**src/rtl/gpio_port_pkg.sv**
```systemverilog
package gpio_port_pkg;
   // window and register offsets (byte addresses inside the port window)
   localparam int unsigned WIN_BITS = 10;
   localparam logic [WIN_BITS-1:0] OFS_MODE   = 10'h000;
   localparam logic [WIN_BITS-1:0] OFS_SPEED  = 10'h008;
   localparam logic [WIN_BITS-1:0] OFS_IN     = 10'h010;
   localparam logic [WIN_BITS-1:0] OFS_OUT    = 10'h014;
   localparam logic [WIN_BITS-1:0] OFS_SETCLR = 10'h018;

   localparam logic [1:0] MODE_OUTPUT = 2'b01;

   typedef enum logic [2:0] {
      SEL_NONE,
      SEL_MODE,
      SEL_SPEED,
      SEL_IN,
      SEL_OUT,
      SEL_SETCLR
   } reg_sel_e;
endpackage

```
**src/rtl/gpio_bus_decode.sv**
```systemverilog
module gpio_bus_decode
   import gpio_port_pkg::*;
#(
   parameter int unsigned AW = 32,
   parameter logic [AW-1:0] BASE = 32'h4002_0000
) (
   input  logic [AW-1:0] addr,
   output reg_sel_e      sel
);
   logic in_window;

   assign in_window = (addr[AW-1:WIN_BITS] == BASE[AW-1:WIN_BITS]);

   always_comb begin
      sel = SEL_NONE;
      if (in_window) begin
         unique case (addr[WIN_BITS-1:0])
            OFS_MODE:   sel = SEL_MODE;
            OFS_SPEED:  sel = SEL_SPEED;
            OFS_IN:     sel = SEL_IN;
            OFS_OUT:    sel = SEL_OUT;
            OFS_SETCLR: sel = SEL_SETCLR;
            default:    sel = SEL_NONE;
         endcase
      end
   end
endmodule

```
**src/rtl/gpio_sync.sv**
```systemverilog
module gpio_sync #(
   parameter int unsigned W      = 16,
   parameter int unsigned STAGES = 2
) (
   input  logic         clk,
   input  logic [W-1:0] d,
   output logic [W-1:0] q
);
   logic [W-1:0] chain [STAGES];

   always_ff @(posedge clk) chain[0] <= d;

   generate
      for (genvar s = 1; s < STAGES; s++) begin : g_stage
         always_ff @(posedge clk) chain[s] <= chain[s-1];
      end
   endgenerate

   assign q = chain[STAGES-1];
endmodule

```
**src/rtl/gpio_out_reg.sv**
```systemverilog
module gpio_out_reg #(
   parameter int unsigned NPINS = 16
) (
   input  logic             clk,
   input  logic             rst_n,
   input  logic             wr_full,
   input  logic             wr_masked,
   input  logic [NPINS-1:0] full_val,
   input  logic [NPINS-1:0] set_mask,
   input  logic [NPINS-1:0] clr_mask,
   output logic [NPINS-1:0] q
);
   logic [NPINS-1:0] nxt;

   // clear first, then set: a pin named in both masks ends up high
   always_comb begin
      nxt = q;
      if (wr_full)        nxt = full_val;
      else if (wr_masked) nxt = (q & ~clr_mask) | set_mask;
   end

   always_ff @(posedge clk) begin
      if (!rst_n) q <= '0;
      else        q <= nxt;
   end
endmodule

```
**src/rtl/gpio_port.sv**
```systemverilog
module gpio_port
   import gpio_port_pkg::*;
#(
   parameter int unsigned NPINS       = 16,
   parameter int unsigned AW          = 32,
   parameter int unsigned DW          = 32,
   parameter int unsigned SYNC_STAGES = 2,
   parameter logic [AW-1:0] BASE      = 32'h4002_0000
) (
   input  logic               clk,
   input  logic               rst_n,
   input  logic [AW-1:0]      bus_addr,
   input  logic               bus_wr,
   input  logic [DW-1:0]      bus_wdata,
   input  logic               bus_rd,
   output logic [DW-1:0]      bus_rdata,
   output logic               bus_rvalid,
   input  logic [NPINS-1:0]   pin_in,
   output logic [NPINS-1:0]   pad_out,
   output logic [NPINS-1:0]   pad_oe,
   output logic [2*NPINS-1:0] pad_speed
);
   localparam int unsigned FW = 2 * NPINS;

   generate
      if (DW < FW) begin : g_bad_width
         $error("gpio_port: DW must hold two bits per pin");
      end
      if (SYNC_STAGES < 2) begin : g_bad_sync
         $error("gpio_port: SYNC_STAGES must be at least 2");
      end
      if (AW <= WIN_BITS) begin : g_bad_aw
         $error("gpio_port: AW too small for the port window");
      end
   endgenerate

   reg_sel_e         sel;
   logic [FW-1:0]    mode_q;
   logic [FW-1:0]    speed_q;
   logic [NPINS-1:0] in_q;
   logic [NPINS-1:0] out_q;
   logic [DW-1:0]    rd_mux;

   gpio_bus_decode #(.AW(AW), .BASE(BASE)) u_dec (
      .addr (bus_addr),
      .sel  (sel)
   );

   gpio_sync #(.W(NPINS), .STAGES(SYNC_STAGES)) u_sync (
      .clk (clk),
      .d   (pin_in),
      .q   (in_q)
   );

   gpio_out_reg #(.NPINS(NPINS)) u_out (
      .clk       (clk),
      .rst_n     (rst_n),
      .wr_full   (bus_wr && sel == SEL_OUT),
      .wr_masked (bus_wr && sel == SEL_SETCLR),
      .full_val  (bus_wdata[NPINS-1:0]),
      .set_mask  (bus_wdata[NPINS-1:0]),
      .clr_mask  (bus_wdata[FW-1:NPINS]),
      .q         (out_q)
   );

   always_ff @(posedge clk) begin
      if (!rst_n) begin
         mode_q  <= '0;
         speed_q <= '0;
      end else if (bus_wr) begin
         if (sel == SEL_MODE)  mode_q  <= bus_wdata[FW-1:0];
         if (sel == SEL_SPEED) speed_q <= bus_wdata[FW-1:0];
      end
   end

   generate
      for (genvar p = 0; p < NPINS; p++) begin : g_oe
         assign pad_oe[p] = (mode_q[2*p +: 2] == MODE_OUTPUT);
      end
   endgenerate

   always_comb begin
      unique case (sel)
         SEL_MODE:  rd_mux = DW'(mode_q);
         SEL_SPEED: rd_mux = DW'(speed_q);
         SEL_IN:    rd_mux = DW'(in_q);
         SEL_OUT:   rd_mux = DW'(out_q);
         default:   rd_mux = '0;
      endcase
   end

   always_ff @(posedge clk) begin
      if (!rst_n) begin
         bus_rdata  <= '0;
         bus_rvalid <= 1'b0;
      end else begin
         bus_rdata  <= bus_rd ? rd_mux : '0;
         bus_rvalid <= bus_rd;
      end
   end

   assign pad_out   = out_q;
   assign pad_speed = speed_q;
endmodule

```
**config.mk**
```make
export PLATFORM = sky130hd
export DESIGN_NAME = gpio_port
export DESIGN_NICKNAME = d
export VERILOG_FILES = /design/src/rtl/gpio_port_pkg.sv /design/src/rtl/gpio_bus_decode.sv /design/src/rtl/gpio_sync.sv /design/src/rtl/gpio_out_reg.sv /design/src/rtl/gpio_port.sv
export SDC_FILE = /design/constraint.sdc
export NUM_CORES = 1
export LEC_CHECK = 0
export ABC_CLOCK_PERIOD_IN_PS = 2300
export BUFFER_PORTS_ARGS = -buffer_cell sky130_fd_sc_hd__buf_4
export CORE_MARGIN = 1
export CORE_UTILIZATION = 37
export CTS_BUF_LIST = sky130_fd_sc_hd__clkbuf_8 sky130_fd_sc_hd__clkbuf_16
export DETAILED_ROUTE_END_ITERATION = 10
export SLEW_MARGIN = 40
export SYNTH_ARGS = -nofsm -noshare
export SYNTH_HDL_FRONTEND = slang
export SYNTH_SLANG_ARGS = --single-unit
export TNS_END_PERCENT = 1
```
**constraint.sdc**
```tcl
create_clock -name clk -period 2.3 [get_ports clk]
set_clock_uncertainty 0.2 [all_clocks]
set_input_delay 0.23 -clock clk [delete_from_list [all_inputs] [get_ports clk]]
set_output_delay 0.23 -clock clk [all_outputs]
set_load 0.01 [all_outputs]
```
# Word-level counts from Yosys, hierarchy flattened
# Memory sizes are Yosys's and may differ from the RTL's.
# Index checks and enable logic that the tools add are counted.
# op_classes
n_mul,0
div_mod_pow,0
n_mux,5
n_addsub,0
bitwise_logic,3
shifts,0
magnitude_cmp,0
n_eq_ne,26
n_reduce_logical,7
# ops
op,n
$pmux 32 s4,1
$eq 2x1->1 const B,16
$mux 16,2
$eq 10x5->1 const B,3
$eq 22x21->1 const B,1
$and 16x16->16,1
$not 16->16,1
$or 16x16->16,1
$pmux 3 s5,1
$eq 10x4->1 const B,1
$logic_not 10->1,1
$eq 3x2->1 const B,2
$eq 3x3->1 const B,2
$reduce_and 2->1,3
$eq 3x1->1 const B,1
$mux 3,1
$logic_and 1x1->1,2
$reduce_bool 2->1,1
# totals
latch_bits,0
out_inout_bits,97
wordCells,47
mem_bits_ro,0
in_bits,84
regBits,113
n_memories,1
ramBits,32
# mem_list
memory,words,width,read_ports,rd_ports_with_merged_regs,wr,line_no,rtl
u_sync.chain,2,16,2,0,2,gpio_sync.sv:9,logic [W-1:0] chain [STAGES];

# Longest topological paths before layout
# Gate-level depths: netlist of the first run.
# depth
word_depth,7
ltp_mapped,8
ltp_nobuf,4

# Cells and area by module
# From an unflattened synthesis of the first run, not the netlist that was laid out.
# unflattened
hier_cells,600
hier_area_um2,5726.7
# by_module_without_submodules
module,area_per_inst_um2,cells_per_inst,n_inst,seq_area_each_um2
gpio_port,3993.8,460,1,1941.9
gpio_out_reg,823.3,73,1,320.3
gpio_sync,760.7,48,1,640.6
gpio_bus_decode,148.9,19,1,0.0

# Worst setup path after synthesis of the first run
# OpenSTA, ideal clock, no wires.
# synth_timing
path_kind,input to register
from,in bus_addr[7]
to,reg u_out.q[10]
stages,7
setup_ns,0.138
setup_slack_ns,-0.208
required_ns,1.962
arrival_ns,2.170
path_buffers,3
path_cell_list,or4_4 > buf_6 > or4_1 > buf_2 > clkbuf_1 > a2111oi_0 > o22ai_1
# synth_via
elab_chain_len,6
elab_cells_between_ends,13
cone_classes,eq/ne: 6; mux: 3; reduce/logical: 4
# synth_rtl
element,line_no,rtl
"start, declared",gpio_port.sv:12,"input logic [AW-1:0] bus_addr,"
"$eq 10x5->1, or another cell as far along",gpio_bus_decode.sv:17,unique case (addr[WIN_BITS-1:0])
$pmux 3 s5 (*),gpio_bus_decode.sv:17,
$mux 3 (*),gpio_bus_decode.sv:16,if (in_window) begin
"$eq 3x3->1, on equally long branches","gpio_port.sv:58, gpio_port.sv:59",
"$logic_and 1x1->1, on equally long branches","gpio_port.sv:58, gpio_port.sv:59",
$mux 16 / $reduce_bool 2->1 (equally long branches),-,
"end signal, assigned",gpio_out_reg.sv:24,else q <= nxt;
"end, declared",gpio_out_reg.sv:11,output logic [NPINS-1:0] q
# Mark *: on every way between the ends. The rest lies on a longest branch, timed or not.
# A chain may end at the register's enable or synchronous reset.

# Worst setup path after layout of the first run
# layout_timing
from,in bus_addr[7]
to,reg u_out.q[15]
# Same word-level chain as after synthesis.

==> impl_metrics.json, run 1 <==
{
  "die_area_um2": 15800,
  "p_switching_mw": 1.20,
  "ctsLongestPathBuffers": 2,
  "syn-num-nets": 670,
  "pin_count": 181,
  "swShare_pct": 21.3,
  "grt_overflow": 0,
  "ys_seq_area_share_pct": 51.3,
  "critPathSlowestCell": "or4_4",
  "yosysTopAreaCell": "dfxtp_1",
  "setup_slack_ns": 0.111,
  "worstPathRequired_ns": 2.39,
  "fmax_mhz": 457,
  "slowest_delay_ns": 0.56,
  "insertion_delay_ns": 0.43,
  "rrSetupSlack_ns": 0.83,
  "rsz0062_at_grt": "no",
  "finalWirelength_um": 18000,
  "end_kind": "flop",
  "core_area_um2": 14800,
  "drc_errors": 13,
  "cp_num_buf_inv": 2,
  "r2r_end": "bus_rdata[12]$_SDFF_PN0_",
  "crit_chain": "buf_4 -> or4_4 -> or4_4 -> buf_12 -> a2111oi_0 -> o22ai_1",
  "pwr-share-clk_pct": 48.7,
  "crit_path_start_kind": "input port",
  "ys_dominant_reg_cell": "dfxtp_1",
  "power_frac_comb_pct": 6.0,
  "ir_worst_vdd_mv": 0.521,
  "outcome": "finished, violations left",
  "synth.top_cell.area_share_pct": 51.3,
  "dpl.cell_count": 940,
  "vias": 5350,
  "slew_headroom_pct": 60.9,
  "pwr-share-seq_pct": 45.3,
  "gp_congestion": 0.855,
  "p_leak_nw": 3.65,
  "final_layout_size_suffix_gt1_share_pct": 32.8,
  "antenna_found_initial": 0,
  "internal_power_mw": 4.43,
  "std_cell_rows": 44,
  "grt_max_degree": 113,
  "synthArstFlopShare_pct": 0,
  "cap_violations": 0,
  "clk_pin_slew_ns": 0.06,
  "ys_top_cells_by_count": "dfxtp_1 (145), nand2_1 (117), mux2i_1 (79)",
  "drt_iter0_markers": 411,
  "ys_ff_latch": 145,
  "synth_area_leaders": "dfxtp_1 (51%), mux2i_1 (14%), nand2_1 (7.8%), nand4_1 (5.4%), a2111oi_0 (4.8%)",
  "setup_viol": 0,
  "min_from": "u_sync.chain[0][9]$_DFF_P_",
  "wl_per_cell_um": 17.7,
  "finalNetCount": 907,
  "stdcell_count": 1019,
  "diodes": 0,
  "fillers": 1295,
  "htree_num_levels": 4,
  "syn2layout_area_growth_pct": 51.5,
  "powerDensity_nw_per_um2": 656,
  "r2r_cells": 3,
  "cpMostUsedCell": "or4_4",
  "grt_pass1_vias": 5361,
  "clock-sinks": 145,
  "tightest_slew_ns": 0.572,
  "synth_edf_count": 0,
  "synth_cell_types": 33,
  "slew_viol_final": 0,
  "crit_type": "in2reg",
  "grt_first_pass_wirelength_um": 28200,
  "die_x_um": 126,
  "worstHoldEndpoint": "u_sync.chain[0][25]$_DFF_P_",
  "final_hold_viol_count": 0,
  "worst-path-max-fanout": 11,
  "cts_buffers": 17,
  "synth_most_common_cell": "dfxtp_1",
  "cts-root-buf": "clkbuf_16",
  "post-place-ws_ns": -0.379,
  "violations": "design-rule violations",
  "fin_crit_ns": 2.19,
  "hold_path_class": "reg2reg",
  "fin_crit_sh_pct": 95.2,
  "critPathTopFamily": "simple AND/OR/NAND/NOR gates",
  "syn_inst": 586,
  "synth_warnings": 0,
  "start_util_pct": 38.4,
  "grt_use_total_pct": 23.3,
  "drtPass1Iterations": 9,
  "post_cts_buffers": 0,
  "power_mw": 5.63,
  "reg2reg_from": "mode_q[12]$_SDFFE_PN0P_",
  "die_h_um": 126,
  "port_buffers": 180,
  "syn_area_um2": 5660,
  "dpl.hpwl_um": 12800,
  "arrival_ns": 2.28,
  "cts_tree": "built",
  "syn_area_per_cell_um2": 9.66,
  "viasPerCell": 5.25,
  "holdPathStages": 0,
  "ant_nets": 0
}
[timing repair]
item / CTS / global route
endpoints found under the hold margin: 93 / 0
endpoints found under the setup margin: 0 / 1
hold buffers: 48 / 0
gates resized for setup: 0 / 1
[flip-flops by register name, summed over array words and instances (netlist names)]
register,flops
u_out.q,16
pad_speed,32
mode_q,32
bus_rvalid,1
bus_rdata,32
u_sync.chain,32
[cells by family (layout without fill, tap and decap cells)]
kind of cell | Yosys count | after routing | synth area share [%]
and+or+nand+nor | 222 | 222 | 19.4
buffers and inverters | 56 | 305 | 4.29
xor gates and xnor gates | 1 | 1 | 0.155
AOI/OAI and AO/OA | 83 | 83 | 10.9
muxes | 79 | 79 | 14.0
DFF | 145 | 145 | 51.3
[power groups by stage]
stage	combinational (mW)	clock [mW]	sequential, mW
after floorplan	0.106	0	2.60
after CTS	0.339	2.77	2.55
final	0.339	2.74	2.55
after detailed placement	0.273	0	2.61
after global routing	0.364	2.89	2.55
after global placement	0.268	0	2.61
[layout make-up]
class                      instances  area, um2  share of cell area, %
clock buffer                      21        480                   5.60
clock inverter                    10        109                   1.27
inverter                           1       3.75                 0.0438
multi-input combinational        385       2590                   30.2
sequential                       145       2900                   33.8
tap                              184        230                   2.68
timing repair buffer             273       2260                   26.3
[cells in the final DEF (no fill, tap or decap), drive strengths merged, types with 3 or more instances in the layout]
cell and n:
or3 4, inv 3, dfxtp 145, nand4 49, nor2 18, nand2 117, or4 3, a2111oi 31
o22ai 16, buf 225, nor4 5, a2bb2oi 16, dlygate4sd3 48, clkinv 5, nor2b 17, mux2i 79
clkbuf 21, a21oi 18
[worst max-delay path by stage]
stage                 startpoint                        to  cells after the start
floorplan            bus_addr[7]  u_out.q[14]$_SDFFE_PN0P_                      8
CTS                 bus_addr[16]   u_out.q[0]$_SDFFE_PN0P_                      6
global placement    bus_addr[16]   u_out.q[0]$_SDFFE_PN0P_                      6
finish               bus_addr[7]  u_out.q[15]$_SDFFE_PN0P_                      6
global route        bus_addr[16]   u_out.q[4]$_SDFFE_PN0P_                      7
detailed placement  bus_addr[16]   u_out.q[0]$_SDFFE_PN0P_                      6
[routing by layer]
| layer | GRT usage (%) | vias up | part of all wire (%) |
|---|---|---|---|
| li1 | - | 2602 | - |
| met5 | 0 | - | 0 |
| met4 | 8.46 | 0 | 1.4 |
| met3 | 6.12 | 24 | 7.1 |
| met1 | 30.5 | 2517 | 45 |
| met2 | 36.9 | 207 | 47 |
[per-stage QoR]
stage               setup TNS [ns]  instance area [um2]  util (%)  hold WS (ns)
floorplan                    -7.86                 5740         -        0.0577
global placement             -8.08                 7500      50.9         0.111
detailed placement          -10.66                 7500      50.9         0.112
CTS                              0                 8570      58.1         0.126
global route                     0                 8580      58.1         0.132
finish                           0                 8580      58.1         0.125
[worst register-to-register path, delay by kind of cell (launching register included)]
| kind | cells | cell delay, ns |
|---|---|---|
| AOI/OAI and AO/OA | 2 | 0.67 |
| muxes | 1 | 0.09 |
| DFF | 1 | 0.35 |
No activity file was read; power rests on OpenSTA's default activity.
==> run 2: changes to the inputs <==
ABC_AREA = 1   (was default)
==> impl_metrics.json, run 2 <==
{
  "clock-sinks": 145,
  "synthArstFlopShare_pct": 0,
  "wl_per_cell_um": 13.7,
  "std_cell_rows": 47,
  "die_x_um": 134,
  "final_layout_size_suffix_gt1_share_pct": 20.4,
  "min_from": "rst_n",
  "finalWirelength_um": 19600,
  "tightest_slew_ns": 0.658,
  "synth_warnings": 0,
  "worst-path-max-fanout": 32,
  "ys_seq_area_share_pct": 45.3,
  "syn2layout_area_growth_pct": 42.4,
  "htree_num_levels": 4,
  "syn_area_per_cell_um2": 6.56,
  "slowest_delay_ns": 0.54,
  "grt_use_total_pct": 22.5,
  "end_kind": "flop",
  "finalNetCount": 1279,
  "cts_tree": "built",
  "drt_iter0_markers": 292,
  "dpl.hpwl_um": 13200,
  "insertion_delay_ns": 0.43,
  "die_area_um2": 17900,
  "ctsLongestPathBuffers": 2,
  "worstPathRequired_ns": 2.41,
  "post_cts_buffers": 0,
  "rrSetupSlack_ns": 1.30,
  "gp_congestion": 0.781,
  "p_leak_nw": 4.60,
  "critPathTopFamily": "buffers and inverters",
  "syn_inst": 978,
  "grt_first_pass_wirelength_um": 31100,
  "slew_headroom_pct": 56.0,
  "post-place-ws_ns": 0.0918,
  "viasPerCell": 4.55,
  "core_area_um2": 16800,
  "cap_violations": 0,
  "ys_ff_latch": 145,
  "synth_edf_count": 0,
  "die_h_um": 134,
  "final_hold_viol_count": 0,
  "ir_worst_vdd_mv": 0.541,
  "yosysTopAreaCell": "dfxtp_1",
  "ys_dominant_reg_cell": "dfxtp_1",
  "reg2reg_from": "u_out.q[14]$_SDFFE_PN0P_",
  "syn-num-nets": 1062,
  "arrival_ns": 1.95,
  "slew_viol_final": 0,
  "clk_pin_slew_ns": 0.06,
  "hold_path_class": "in2reg",
  "cp_num_buf_inv": 5,
  "grt_overflow": 0,
  "synth_cell_types": 20,
  "powerDensity_nw_per_um2": 605,
  "fin_crit_sh_pct": 79.9,
  "port_buffers": 180,
  "vias": 6491,
  "setup_viol": 0,
  "grt_max_degree": 81,
  "cts-root-buf": "clkbuf_16",
  "outcome": "finished, final reports clean",
  "crit_path_start_kind": "input port",
  "pin_count": 181,
  "cts_buffers": 17,
  "r2r_cells": 4,
  "diodes": 0,
  "tns_ns": 0,
  "antenna_found_initial": 0,
  "rsz0062_at_grt": "no",
  "syn_area_um2": 6410,
  "drc_errors": 0,
  "crit_type": "in2reg",
  "critPathSlowestCell": "dlygate4sd3_1",
  "ant_nets": 0,
  "synth_most_common_cell": "nand2_1",
  "final_common_cell": "nand2_1",
  "fillers": 1611,
  "drtPass1Iterations": 5,
  "synth_area_leaders": "dfxtp_1 (45%), nand2_1 (13%), nor2_1 (12%), inv_1 (10%), nand3_1 (6.6%)",
  "most-common-layout-cells": "nand2_1 (214), nor2_1 (209), buf_4 (197)",
  "worstHoldEndpoint": "mode_q[26]$_SDFFE_PN0P_",
  "start_util_pct": 38.3,
  "setup_slack_ns": 0.463,
  "fmax_mhz": 544,
  "critical_path.startpoint": "bus_rd",
  "synth.top_cell.area_share_pct": 45.3,
  "fin_crit_ns": 1.84,
  "holdPathStages": 4,
  "r2r_end": "bus_rdata[14]$_SDFF_PN0_",
  "ys_top_cells_by_count": "nand2_1 (214), nor2_1 (210), inv_1 (173)",
  "grt_pass1_vias": 5991,
  "crit_chain": "dlygate4sd3_1 -> buf_4 -> nand2_1 -> dlygate4sd3_1 -> inv_1 -> nand2_1 -> buf_12 -> nor2_1"
}
## run 2: changes by cell type after synthesis, sizes merged, moves of 5 or more
cell,previous run,this run
a2bb2oi,16,0
nand2,117,214
o22ai,16,0
nand3,0,88
mux2i,79,0
nor2b,17,0
nor4,5,0
a2111oi,31,0
buf,16,35
nor2,18,216
o21ai,0,16
inv,1,173
clkbuf,39,20
## run 2: area by class of cell
| class | count | area [um2] | share of cell area (%) |
|---|---|---|---|
| Clock buffer | 20 | 467 | 5.11 |
| Clock inverter | 12 | 108 | 1.18 |
| Multi-Input combinational cell | 605 | 2630 | 28.8 |
| Inverter | 173 | 649 | 7.11 |
| Timing Repair Buffer | 253 | 2100 | 23.0 |
| Sequential cell | 145 | 2900 | 31.8 |
| Tap cell | 220 | 275 | 3.01 |
## run 2: per-stage QoR
step	util [%]	instance area [um2]	std cells	hold slack, ns	power [mW]
5_1_grt	54.5	9130	1428	0.108	5.74
6_report	54.5	9130	1428	0.108	5.53
3_3_place_gp	48.1	8060	1346	0.111	2.85
4_1_cts	54.5	9130	1428	0.0923	5.58
2_1_floorplan	-	6410	978	0.0577	2.68
3_5_place_dp	48.1	8060	1346	0.112	2.85
## run 2: metal layers
layer  track usage (%)  vias up  part of all wire [%]
li1                  -     3391                     -
met3              5.90       24                   6.8
met5                 0        -                     0
met4              6.88        0                   1.6
met2              35.9      226                    45
met1              29.7     2850                    46
## run 2: where the power goes
group          internal (mW)  switching, mW
Combinational          0.172          0.142
Clock                   1.57           1.09
Sequential              2.54        0.00687
Total                   4.29           1.24
## run 2: worst reg2reg max path, stage by stage (launching register included)
cell	delay (ns)
dfxtp_1	0.40
nand3_1	0.12
nand2_1	0.10
nor2_1	0.04
nor2_1	0.08
## run 2: kinds of logic (layout without fill, tap and decap cells)
logic type      count (synthesis)  count (layout)  synth area share (%)
compound gates                 34              34                  2.65
simple gates                  571             571                  38.1
flops                         145             145                  45.3
buf+inv                       228             458                  14.0
## run 2: how the worst max path moves through the flow
stage                                      end  slack [ns]  cells past startpoint
floorplan           pad_speed[10]$_SDFFE_PN0P_        0.60                     10
global placement     pad_speed[3]$_SDFFE_PN0P_        0.19                     11
detailed placement    bus_rdata[10]$_SDFF_PN0_        0.09                     12
CTS                   bus_rdata[13]$_SDFF_PN0_        0.47                      8
global route          bus_rdata[11]$_SDFF_PN0_        0.33                     12
finish                bus_rdata[13]$_SDFF_PN0_        0.46                      8
## run 2: timing repair
action                                 in CTS  in global routing
gates resized for setup                     0                  0
hold buffers                               50                  0
endpoints found under the hold margin      84                  0
